## src/rtl/rob_pkg.sv

```systemverilog
package rob_pkg;
    localparam int GRP_SZ = 4;
    localparam int N_GRP  = 8;
    localparam int FC_W   = 4;
    localparam int DEPTH  = GRP_SZ * N_GRP;
    localparam int IDX_W  = $clog2(DEPTH);
    localparam int GID_W  = $clog2(N_GRP);
    localparam int SLOT_W = $clog2(GRP_SZ);
    localparam int CNT_W  = GID_W + 1;

    typedef logic [IDX_W-1:0]  idx_t;
    typedef logic [GID_W-1:0]  gid_t;
    typedef logic [GRP_SZ-1:0] slot_vec_t;

    typedef struct packed {
        logic            vld;
        logic            done;
        logic            flt;
        logic            eoi;
        logic [FC_W-1:0] code;
    } rob_ent_t;

    // distance of an entry from the first slot of the oldest block
    function automatic idx_t age_of(idx_t idx, gid_t head);
        return idx - idx_t'({head, {SLOT_W{1'b0}}});
    endfunction

    // entry index sitting at a given age
    function automatic idx_t idx_at(gid_t head, idx_t age);
        return idx_t'({head, {SLOT_W{1'b0}}}) + age;
    endfunction
endpackage

```

## src/rtl/rob_ptrs.sv

```systemverilog
module rob_ptrs import rob_pkg::*; (
    input  logic             clk,
    input  logic             rst,
    input  logic             flush_i,
    input  logic             alloc_i,
    input  logic             adv_i,
    input  logic             sq_i,
    input  gid_t             sq_gage_i,
    output gid_t             head_o,
    output gid_t             tail_o,
    output logic [CNT_W-1:0] cnt_o,
    output logic             full_o
);
    always_ff @(posedge clk) begin
        if (rst || flush_i) begin
            head_o <= '0;
            tail_o <= '0;
            cnt_o  <= '0;
        end else begin
            head_o <= head_o + gid_t'(adv_i);
            if (sq_i) begin
                tail_o <= head_o + sq_gage_i + gid_t'(1);
                cnt_o  <= CNT_W'(sq_gage_i) + CNT_W'(1) - CNT_W'(adv_i);
            end else begin
                tail_o <= tail_o + gid_t'(alloc_i);
                cnt_o  <= cnt_o + CNT_W'(alloc_i) - CNT_W'(adv_i);
            end
        end
    end

    assign full_o = (cnt_o == CNT_W'(N_GRP));


    cnt_bound_chk: assert property (@(posedge clk) disable iff (rst)
        cnt_o <= CNT_W'(N_GRP));


    full_noalloc_chk: assert property (@(posedge clk) disable iff (rst)
        (cnt_o == CNT_W'(N_GRP)) |-> !alloc_i);
endmodule

```

## src/rtl/rob_store.sv

```systemverilog
module rob_store import rob_pkg::*; (
    input  logic                  clk,
    input  logic                  rst,
    input  logic                  flush_i,
    input  logic                  alloc_i,
    input  gid_t                  alloc_grp_i,
    input  slot_vec_t             alloc_mask_i,
    input  slot_vec_t             alloc_eoi_i,
    input  logic                  exe_valid_i,
    input  idx_t                  exe_idx_i,
    input  logic                  exe_fault_i,
    input  logic [FC_W-1:0]       exe_code_i,
    input  logic                  sq_i,
    input  idx_t                  sq_idx_i,
    input  gid_t                  head_i,
    input  slot_vec_t             cmt_i,
    output rob_ent_t [DEPTH-1:0]  ents_o
);
    rob_ent_t ent_q [DEPTH];

    for (genvar e = 0; e < DEPTH; e++) begin : g_ent
        localparam gid_t EG = gid_t'(e / GRP_SZ);
        localparam int   ES = e % GRP_SZ;
        localparam idx_t EI = idx_t'(e);

        always_ff @(posedge clk) begin
            if (rst || flush_i) begin
                ent_q[e] <= '0;
            end else if (alloc_i && alloc_grp_i == EG) begin
                ent_q[e].vld  <= alloc_mask_i[ES];
                ent_q[e].done <= 1'b0;
                ent_q[e].flt  <= 1'b0;
                ent_q[e].eoi  <= alloc_eoi_i[ES];
                ent_q[e].code <= '0;
            end else begin
                if (exe_valid_i && exe_idx_i == EI && ent_q[e].vld) begin
                    ent_q[e].done <= 1'b1;
                    ent_q[e].flt  <= exe_fault_i;
                    ent_q[e].code <= exe_code_i;
                end
                if (head_i == EG && cmt_i[ES])
                    ent_q[e].vld <= 1'b0;
                if (sq_i && (age_of(EI, head_i) > age_of(sq_idx_i, head_i)))
                    ent_q[e].vld <= 1'b0;
            end
        end

        assign ents_o[e] = ent_q[e];


        flush_clear_chk: assert property (@(posedge clk) disable iff (rst)
            flush_i |=> !ent_q[e].vld);
    end
endmodule

```

## src/rtl/rob_retire.sv

```systemverilog
module rob_retire import rob_pkg::*; (
    input  logic                 clk,
    input  logic                 rst,
    input  rob_ent_t [DEPTH-1:0] ents_i,
    input  gid_t                 head_i,
    input  logic [CNT_W-1:0]     cnt_i,
    input  logic                 irq_i,
    output slot_vec_t            cmt_o,
    output logic                 adv_o,
    output logic                 trap_o,
    output logic                 trap_irq_o,
    output logic [FC_W-1:0]      trap_code_o,
    output idx_t                 trap_idx_o
);
    logic      irq_pend_q, flow_open_q, flow_n;
    logic      fault_trap, irq_take, all_clear;
    slot_vec_t head_fd, cm;

    always_comb begin
        rob_ent_t ent;
        logic     chain, stop, seen;
        head_fd     = '0;
        chain       = 1'b0;
        for (int a = DEPTH - 1; a >= 0; a--) begin
            ent = ents_i[idx_at(head_i, idx_t'(a))];
            if (ent.vld) chain = ent.done && (ent.eoi || chain);
            if (a < GRP_SZ) head_fd[SLOT_W'(a)] = chain;
        end

        cm          = '0;
        stop        = 1'b0;
        seen        = 1'b0;
        fault_trap  = 1'b0;
        trap_code_o = '0;
        trap_idx_o  = idx_at(head_i, '0);
        for (int s = 0; s < GRP_SZ; s++) begin
            ent = ents_i[idx_at(head_i, idx_t'(s))];
            if (!stop && ent.vld) begin
                if (ent.done && !ent.flt && head_fd[s]) begin
                    cm[s] = 1'b1;
                    if (ent.eoi && irq_pend_q) stop = 1'b1;
                end else begin
                    stop = 1'b1;
                    if (ent.done && ent.flt && !seen) begin
                        fault_trap  = 1'b1;
                        trap_code_o = ent.code;
                        trap_idx_o  = idx_at(head_i, idx_t'(s));
                    end
                end
                seen = 1'b1;
            end
        end

        irq_take   = irq_pend_q && !flow_open_q && !fault_trap;
        trap_o     = fault_trap || irq_take;
        trap_irq_o = irq_take;
        cmt_o      = trap_o ? '0 : cm;

        all_clear = 1'b1;
        flow_n    = flow_open_q;
        for (int s = 0; s < GRP_SZ; s++) begin
            ent = ents_i[idx_at(head_i, idx_t'(s))];
            if (ent.vld && !cmt_o[s]) all_clear = 1'b0;
            if (cmt_o[s]) flow_n = !ent.eoi;
        end
        adv_o = !trap_o && (cnt_i != '0) && all_clear;
    end

    always_ff @(posedge clk) begin
        if (rst) begin
            irq_pend_q  <= 1'b0;
            flow_open_q <= 1'b0;
        end else begin
            irq_pend_q  <= (irq_pend_q && !irq_take) || irq_i;
            flow_open_q <= trap_o ? 1'b0 : flow_n;
        end
    end


    irq_hold_chk: assert property (@(posedge clk) disable iff (rst)
        (irq_pend_q && !(trap_o && trap_irq_o)) |=> irq_pend_q);


    fault_first_chk: assert property (@(posedge clk) disable iff (rst)
        (trap_o && !trap_irq_o && irq_pend_q) |=> (trap_o && trap_irq_o));


    fault_entry_chk: assert property (@(posedge clk) disable iff (rst)
        (trap_o && !trap_irq_o) |-> (ents_i[trap_idx_o].flt && ents_i[trap_idx_o].done));
endmodule

```

## src/rtl/rob_commit_ctrl.sv

```systemverilog
module rob_commit_ctrl import rob_pkg::*; (
    input  logic              clk,
    input  logic              rst,
    input  logic              disp_valid,
    input  logic [GRP_SZ-1:0] disp_mask,
    input  logic [GRP_SZ-1:0] disp_eoi,
    output logic              disp_ready,
    output logic [GID_W-1:0]  disp_grp,
    input  logic              exe_valid,
    input  logic [IDX_W-1:0]  exe_idx,
    input  logic              exe_fault,
    input  logic [FC_W-1:0]   exe_code,
    input  logic              mp_valid,
    input  logic [IDX_W-1:0]  mp_idx,
    input  logic              irq_in,
    output logic [GRP_SZ-1:0] cmt_mask,
    output logic [GID_W-1:0]  cmt_grp,
    output logic              flush_req,
    output logic              trap_valid,
    output logic              trap_is_irq,
    output logic [FC_W-1:0]   trap_code,
    output logic [IDX_W-1:0]  trap_idx
);
    gid_t                 head, tail;
    logic [CNT_W-1:0]     cnt;
    logic                 full, alloc, adv;
    rob_ent_t [DEPTH-1:0] ents;
    slot_vec_t            cmt;
    idx_t                 mp_age;

    assign mp_age     = age_of(mp_idx, head);
    assign disp_ready = !full && !mp_valid && !trap_valid;
    assign alloc      = disp_valid && disp_ready;
    assign disp_grp   = tail;
    assign cmt_grp    = head;
    assign cmt_mask   = cmt;
    assign flush_req  = trap_valid;

    rob_ptrs u_ptrs (
        .clk(clk), .rst(rst), .flush_i(trap_valid), .alloc_i(alloc), .adv_i(adv),
        .sq_i(mp_valid), .sq_gage_i(gid_t'(mp_age >> SLOT_W)),
        .head_o(head), .tail_o(tail), .cnt_o(cnt), .full_o(full)
    );

    rob_store u_store (
        .clk(clk), .rst(rst), .flush_i(trap_valid), .alloc_i(alloc), .alloc_grp_i(tail),
        .alloc_mask_i(disp_mask), .alloc_eoi_i(disp_eoi), .exe_valid_i(exe_valid),
        .exe_idx_i(exe_idx), .exe_fault_i(exe_fault), .exe_code_i(exe_code),
        .sq_i(mp_valid), .sq_idx_i(mp_idx), .head_i(head), .cmt_i(cmt), .ents_o(ents)
    );

    rob_retire u_retire (
        .clk(clk), .rst(rst), .ents_i(ents), .head_i(head), .cnt_i(cnt), .irq_i(irq_in),
        .cmt_o(cmt), .adv_o(adv), .trap_o(trap_valid), .trap_irq_o(trap_is_irq),
        .trap_code_o(trap_code), .trap_idx_o(trap_idx)
    );
endmodule

```

## config.mk

```make
export PLATFORM = sky130hd
export DESIGN_NAME = rob_commit_ctrl
export DESIGN_NICKNAME = d
export VERILOG_FILES = /design/src/rtl/rob_pkg.sv /design/src/rtl/rob_ptrs.sv /design/src/rtl/rob_store.sv /design/src/rtl/rob_retire.sv /design/src/rtl/rob_commit_ctrl.sv
export SDC_FILE = /design/constraint.sdc
export NUM_CORES = 1
export LEC_CHECK = 0
export ABC_AREA = 1
export BUFFER_PORTS_ARGS = -buffer_cell sky130_fd_sc_hd__buf_2
export CAP_MARGIN = 25
export CORE_MARGIN = 2
export CORE_UTILIZATION = 55
export CTS_CLUSTER_SIZE = 40
export DETAILED_ROUTE_END_ITERATION = 6
export PLACE_DENSITY = 0.79
export SLEW_MARGIN = 20
export SYNTH_ARGS = -nofsm -noshare
export SYNTH_HDL_FRONTEND = slang
export SYNTH_SLANG_ARGS = --single-unit
```

## constraint.sdc

```tcl
create_clock -name clk -period 12.3 [get_ports clk]
set_input_delay 1.23 -clock clk [delete_from_list [all_inputs] [get_ports clk]]
set_output_delay 1.23 -clock clk [all_outputs]
set_load 0.05 [all_outputs]
```

Word-level counts from Yosys, hierarchy flattened. Memory sizes are Yosys's and may differ from the RTL's. Index checks and enable logic that the tools add are counted. Widths: inputs -> output; s select.

$add $sub $neg: 72. $lt $le $gt $ge: 64. Equality and inequality tests: 46. Multiplexer cells: 878. Bitwise gates (word level): 320. Reduce and logical (&&, ||, !) cells: 258.

Operators with widths (number): $bmux 8 s5 (31); $mux 1 (730); $or 1x1->1 (320); $mux 4 (75); $mux 8 (32); $lt 5x6->1 const B (32); $logic_and 1x1->1 (180); $gt 5x5->1 (32); $add 5x5->5 const B (16); $eq 5x5->1 const B (16); $sub 5x5->5 const A (16); $add 5x4->5 const B (8); $eq 5x4->1 const B (8); $sub 4x5->5 const A (8); $mux 5 (7); $logic_or 1x1->1 (34); $bmux 8 s3 (1); $eq 3x3->1 const B (8); $add 5x3->5 const B (4); $eq 5x3->1 const B (4); $logic_not 1->1 (20); $sub 3x5->5 const A (4); $logic_and 1x1->1 const B (16); $eq 3x2->1 const B (4); 22 further kinds (32).

Register bits: 12. RAM bits: 256. Input bits: 29. Output and inout bits: 23. Logic and storage cells: 1644. Memories: 1.

Memory list: u_store.ent_q (words 32, width 8, read ports 32, clocked after Yosys merged registers in 0, wr ports 32, line rob_store.sv:19) `rob_ent_t ent_q [DEPTH];`.

Longest topological paths before layout.
Word-level depth: 124. Gate-level depth with buffers: 89. Mapped depth without buffers: 79.

By module. Synthesis repeated with hierarchy kept, for this count alone.

Cell total of the unflattened synthesis: 2361. Area, all modules: 17535.6 µm².

Modules (own cells, without submodules): rob_store (instances 1, cells each 1064, area an instance 11294.6 µm², seq. area each 7687.4 µm²); rob_retire (instances 1, cells each 1186, area an instance 5427.7 µm², seq. area each 40.0 µm²); rob_ptrs (instances 1, cells each 89, area an instance 700.7 µm², seq. area each 200.2 µm²); rob_commit_ctrl (instances 1, cells each 22, area an instance 112.6 µm², seq. area each 0.0 µm²).

Worst setup path before layout. OpenSTA, ideal clock, no wires.

Kind: flip-flop to output port. From: register u_ptrs.head_o[0]. To: output port cmt_mask[0]. Arrival time: 6705 ps. Required time: 11070 ps. Path slack: 4365 ps. Cell stages (with the launch flop): 76. Buffers on the path: 10. Cell sequence: dfxtp_1 -> inv_2 -> buf_4 -> buf_2 -> buf_2 -> buf_2 -> clkbuf_1 -> clkbuf_1 -> clkbuf_1 -> clkbuf_1 -> ha_1 -> buf_2 -> inv_2 -> clkbuf_1 -> o21ai_1 -> mux2i_1 -> nand2_1 -> nand3_1 -> (+40 left out) -> nand2_1 -> nand2_1 -> nand2_1 -> nand2_1 -> nand2_1 -> nand2_1 -> nand2_1 -> nand2_1 -> nand2_1 -> nand2_1 -> nand2_1 -> nand2_1 -> nand2_1 -> nand2_1 -> nand2_1 -> nand2_1 -> nand4_2 -> inv_1.

Word-level cells in the longest chain between the ends: 115. Elaborated cells on any way between the ends: 240. Classes of those cells: add/sub (31); mux (119); reduce/logical (90).

RTL lines: start: declaration (line rob_ptrs.sv:9) `output gid_t head_o,`; start signal: assignment (line rob_ptrs.sv:20) `head_o <= head_o + gid_t'(adv_i);`; $add 5x5->5 (line rob_pkg.sv:30) `return idx_t'({head, {SLOT_W{1'b0}}}) + age;`; $bmux 8 s5 (line rob_retire.sv:25) `ent = ents_i[idx_at(head_i, idx_t'(a))];`; $mux 8 (not written as such) (line rob_retire.sv:25); $logic_and 1x1->1 (line rob_retire.sv:26) `if (ent.vld) chain = ent.done && (ent.eoi || chain);`; $mux 1 (line rob_retire.sv:26); $logic_or 1x1->1 (line rob_retire.sv:26); $logic_and 1x1->1 (line rob_retire.sv:26); $mux 1 (line rob_retire.sv:26); (+99 left out); $logic_not 1->1 (line rob_retire.sv:44) `if (ent.done && ent.flt && !seen) begin`; $logic_and 1x1->1 (line rob_retire.sv:44); $mux 1 (line rob_retire.sv:44); $mux 1 (line rob_retire.sv:38) `if (!stop && ent.vld) begin`; $logic_not 1->1 (line rob_retire.sv:54) `irq_take = irq_pend_q && !flow_open_q && !fault_trap;`; $logic_and 1x1->1 (line rob_retire.sv:54); $logic_or 1x1->1 (line rob_retire.sv:55) `trap_o = fault_trap || irq_take;`; $mux 2 (*) (line rob_retire.sv:57) `cmt_o = trap_o ? '0 : cm;`; end: declaration (line rob_commit_ctrl.sv:16) `output logic [GRP_SZ-1:0] cmt_mask,`.

Mark *: on every way between the ends. The rest lies on a longest branch, timed or not. The select of a mux whose other input is x is not followed.

Worst setup path after layout.
From: register u_ptrs.head_o[0]. To: output port cmt_mask[1].

The elaborated chain is that of the path after synthesis.

==> flow_summary.yaml <==
timing:
  period_needed_ps: 9130
  hold_viol_final: 0
  fin_skew_ps: 18.2
  post-route-period-util: 0.742
  grt_setup_unrepaired: "no"
  tns_ps: 0
  setup_ws_ps: 3170
  whs_ps: 576
  tightest_slew_ps: 973
  setup_viol: 0
  slew_violations: 0
  relSlewSlack: 0.344
  max_freq_mhz: 110
layout:
  fin_util: 0.599
  n_fill_cell: 2696
  drive_gt1_frac: 0.0613
  instances_no_fill: 2647
  syn_to_final_growth_pct: 8.10
  final_area_um2: 18200
  multi_input_comb_area_um2: 7420
  seq_area_um2: 7930
  nets: 2299
  antennaDiodeCount: 0
setup_path:
  critPathLaunch: "u_ptrs.head_o[0]"
  cp.arrival_ps: 7900
  crit_buf_inv: 5
  critPathTopFamily: "simple AND/OR/NAND/NOR gates"
  cp_max_fo: 78
  endpoint_kind: "output port"
  reg2regPathDepth: 80
  crit_cells: 73
  worstSetupPathType: "register to output port"
  slowest_delay_ps: 780
  crit_end: "cmt_mask[1]"
  cp-start-kind: "register"
  r2r-start: "u_ptrs.head_o[0]"
  r2r_slack_ps: 3760
  r2r_end: "u_ptrs.cnt_o[2]"
  cpMostUsedCell: "nand2_1"
  cp.required_ps: 11070
  cpMaxStageDelayCell: "dfxtp_4"
synthesis:
  synthSimpleGateAreaFrac: 0.266
  synth_top_area_frac: 0.457
  yosys_warnings: 0
  synthCells: 2233
  yosysTopAreaCell: "edfxtp_1"
  ys_seq_area_frac: 0.471
  synth-xor-area-share: 0.00365
  synth_top_family_by_area: "simple AND/OR/NAND/NOR gates"
  ys_ff_latch: 268
  netlist_top_cells_area: "edfxtp_1 (46%), nand2_1 (14%), nor2_1 (9.6%)"
  synth_ff_type: "edfxtp_1"
  synth_area_um2: 16800
  synthMuxAreaShare: 0.00655
  synth-compound-area-share: 0.132
  synth_edf_count: 256
  synthAdderAreaFrac: 0.0318
  synth_cell_types: 44
  async_reset_ff_frac: 0
  avgSynthCellArea_um2: 7.53
clock_tree:
  cts.clk_slew.worst_paths_ps: 60
  post_cts_buffers: 0
  cts_root_buffer: "clkbuf_16"
  cts_resized: 0
  clockBufferDepth: 3
  worstSkewPairLatency_ps: 580
  numClockSinks: 268
  cts_max_level: 1
  cts_tree: "built"
  cts_buffers: 29
  ctsHoldBuffers: 0
placed_design:
  routabilityCongestion: 1.12
  dp_hpwl_um: 42500
  dpl_cell_area_um2: 17200
  post-place-ws_ps: 4070
  port_buffers: 49
  place_inst: 2594
floorplan:
  die_y_um: 179
  die_area_um2: 32000
  rows: 64
  design.portCount: 52
  die_w_um: 179
  core_um2: 30300
  start_util: 0.554
grt:
  grt.overflow.total: 0
  grt_pass1_wl_um: 85600
  grt_start_max_net_pins: 82
  track_usage: 0.360
  grt_pass1_vias: 14400
  antenna_found_initial: 0
drt:
  vias: 15900
  vias_per_cell: 6.01
  wirelength_um: 57100
  drt_first_pass_iters: 6
  drt_iter0_markers: 2481
  wire_per_inst_um: 21.6
  drcViolationCount: 0
  detail-route-antenna-nets: 0
power:
  p_total_mw: 3.09
  p_per_area_nw_per_um2: 170
  ir_worst_vdd_uv: 147
  p_leak_nw: 7.87
worst_hold_path:
  hold_class: "register to register"
flow_run:
  cap_violations: 0
status:
  status: "finished clean"
-- cells in the mapped netlist (all sizes together), types with 10 or more instances --
| master | count |
|---|---|
| clkbuf | 62 |
| nor2 | 430 |
| nand3 | 55 |
| o311ai | 13 |
| dfxtp | 12 |
| buf | 46 |
| o22ai | 19 |
| clkinv | 10 |
| a21oi | 28 |
| edfxtp | 256 |
| nor3 | 33 |
| ha | 38 |
| nand2 | 612 |
| mux2i | 11 |
| o21ai | 281 |
| inv | 242 |
| o211ai | 18 |
| a31oi | 13 |
-- state kept, by name (all words and copies together), names as in the netlist --
| register | cells |
|---|---|
| u_store.ent_q | 256 |
| u_ptrs.cnt_o | 4 |
| u_ptrs.head_o | 3 |
| u_ptrs.tail_o | 3 |
| u_retire.flow_open_q | 1 |
| u_retire.irq_pend_q | 1 |
-- worst min-delay path by stage --
stage / from / endpoint / slack, ps / cells past startpoint
2_1_floorplan: u_retire.irq_pend_q / u_retire.irq_pend_q / 460 / 2
3_3_place_gp: u_retire.irq_pend_q / u_retire.irq_pend_q / 550 / 2
3_5_place_dp: u_retire.irq_pend_q / u_retire.irq_pend_q / 590 / 2
4_1_cts: u_retire.irq_pend_q / u_retire.irq_pend_q / 580 / 2
5_1_grt: u_retire.irq_pend_q / u_retire.irq_pend_q / 600 / 2
6_report: u_retire.irq_pend_q / u_retire.irq_pend_q / 580 / 2
-- layer usage --
layer | part of all wire | global-route usage | up-vias | routed length, µm
met1 | 0.39 | 0.502 | 7329 | 22200
met4 | 0.047 | 0.141 | 0 | 2670
met2 | 0.45 | 0.566 | 1119 | 25400
li1 | - | - | 7293 | -
met3 | 0.12 | 0.0562 | 162 | 6800
met5 | 0 | 0 | - | 0
-- where the power goes --
| part | internal (mW) | switching [mW] | leakage (nW) |
|---|---|---|---|
| Sequential | 1.12 | 0.0620 | 2.87 |
| Combinational | 0.268 | 0.752 | 4.55 |
| Clock | 0.519 | 0.371 | 0.459 |
| Total | 1.91 | 1.18 | 7.87 |
-- cells in the final DEF (no fill, tap or decap), types with 5 or more instances in the layout --
master / instances
a21oi_1: 27
a31oi_1: 13
buf_2: 49
buf_4: 22
clkbuf_1: 8
clkbuf_16: 29
clkinv_1: 16
dfxtp_1: 10
edfxtp_1: 256
ha_1: 38
inv_1: 228
inv_2: 13
mux2i_1: 11
nand2_1: 611
nand3_1: 54
nand4_1: 7
nor2_1: 429
nor3_1: 33
o2111ai_1: 5
o211ai_1: 18
o21a_1: 5
o21ai_0: 213
o21ai_1: 68
o22ai_1: 19
o311ai_0: 13
or2_2: 6
-- worst register-to-register path, delay by kind of cell (launching register included) --
family | cells | cell delay (ps)
xor gates and xnor gates | 1 | 170
and+or+nand+nor | 68 | 4340
DFF | 1 | 780
buffers and inverters | 5 | 1520
adders and majority gates | 4 | 1290
AOI/OAI and AO/OA | 2 | 380
-- cells by family after synthesis --
group                      Yosys count
AOI/OAI and AO/OA                  399
muxes                               11
xor gates and xnor gates             7
buffers and inverters              360
other                                1
DFF                                268
and+or+nand+nor                   1146
adders and majority gates           41
-- layout make-up --
cell class	count	share of cell area
clock buffers	37	0.0416
clock inverters	16	0.0109
inverters	252	0.0522
multi-input cells	1606	0.408
flip-flops and latches	268	0.436
well taps	396	0.0273
repair buffers	72	0.0234
(Power assumes the default switching activity.)
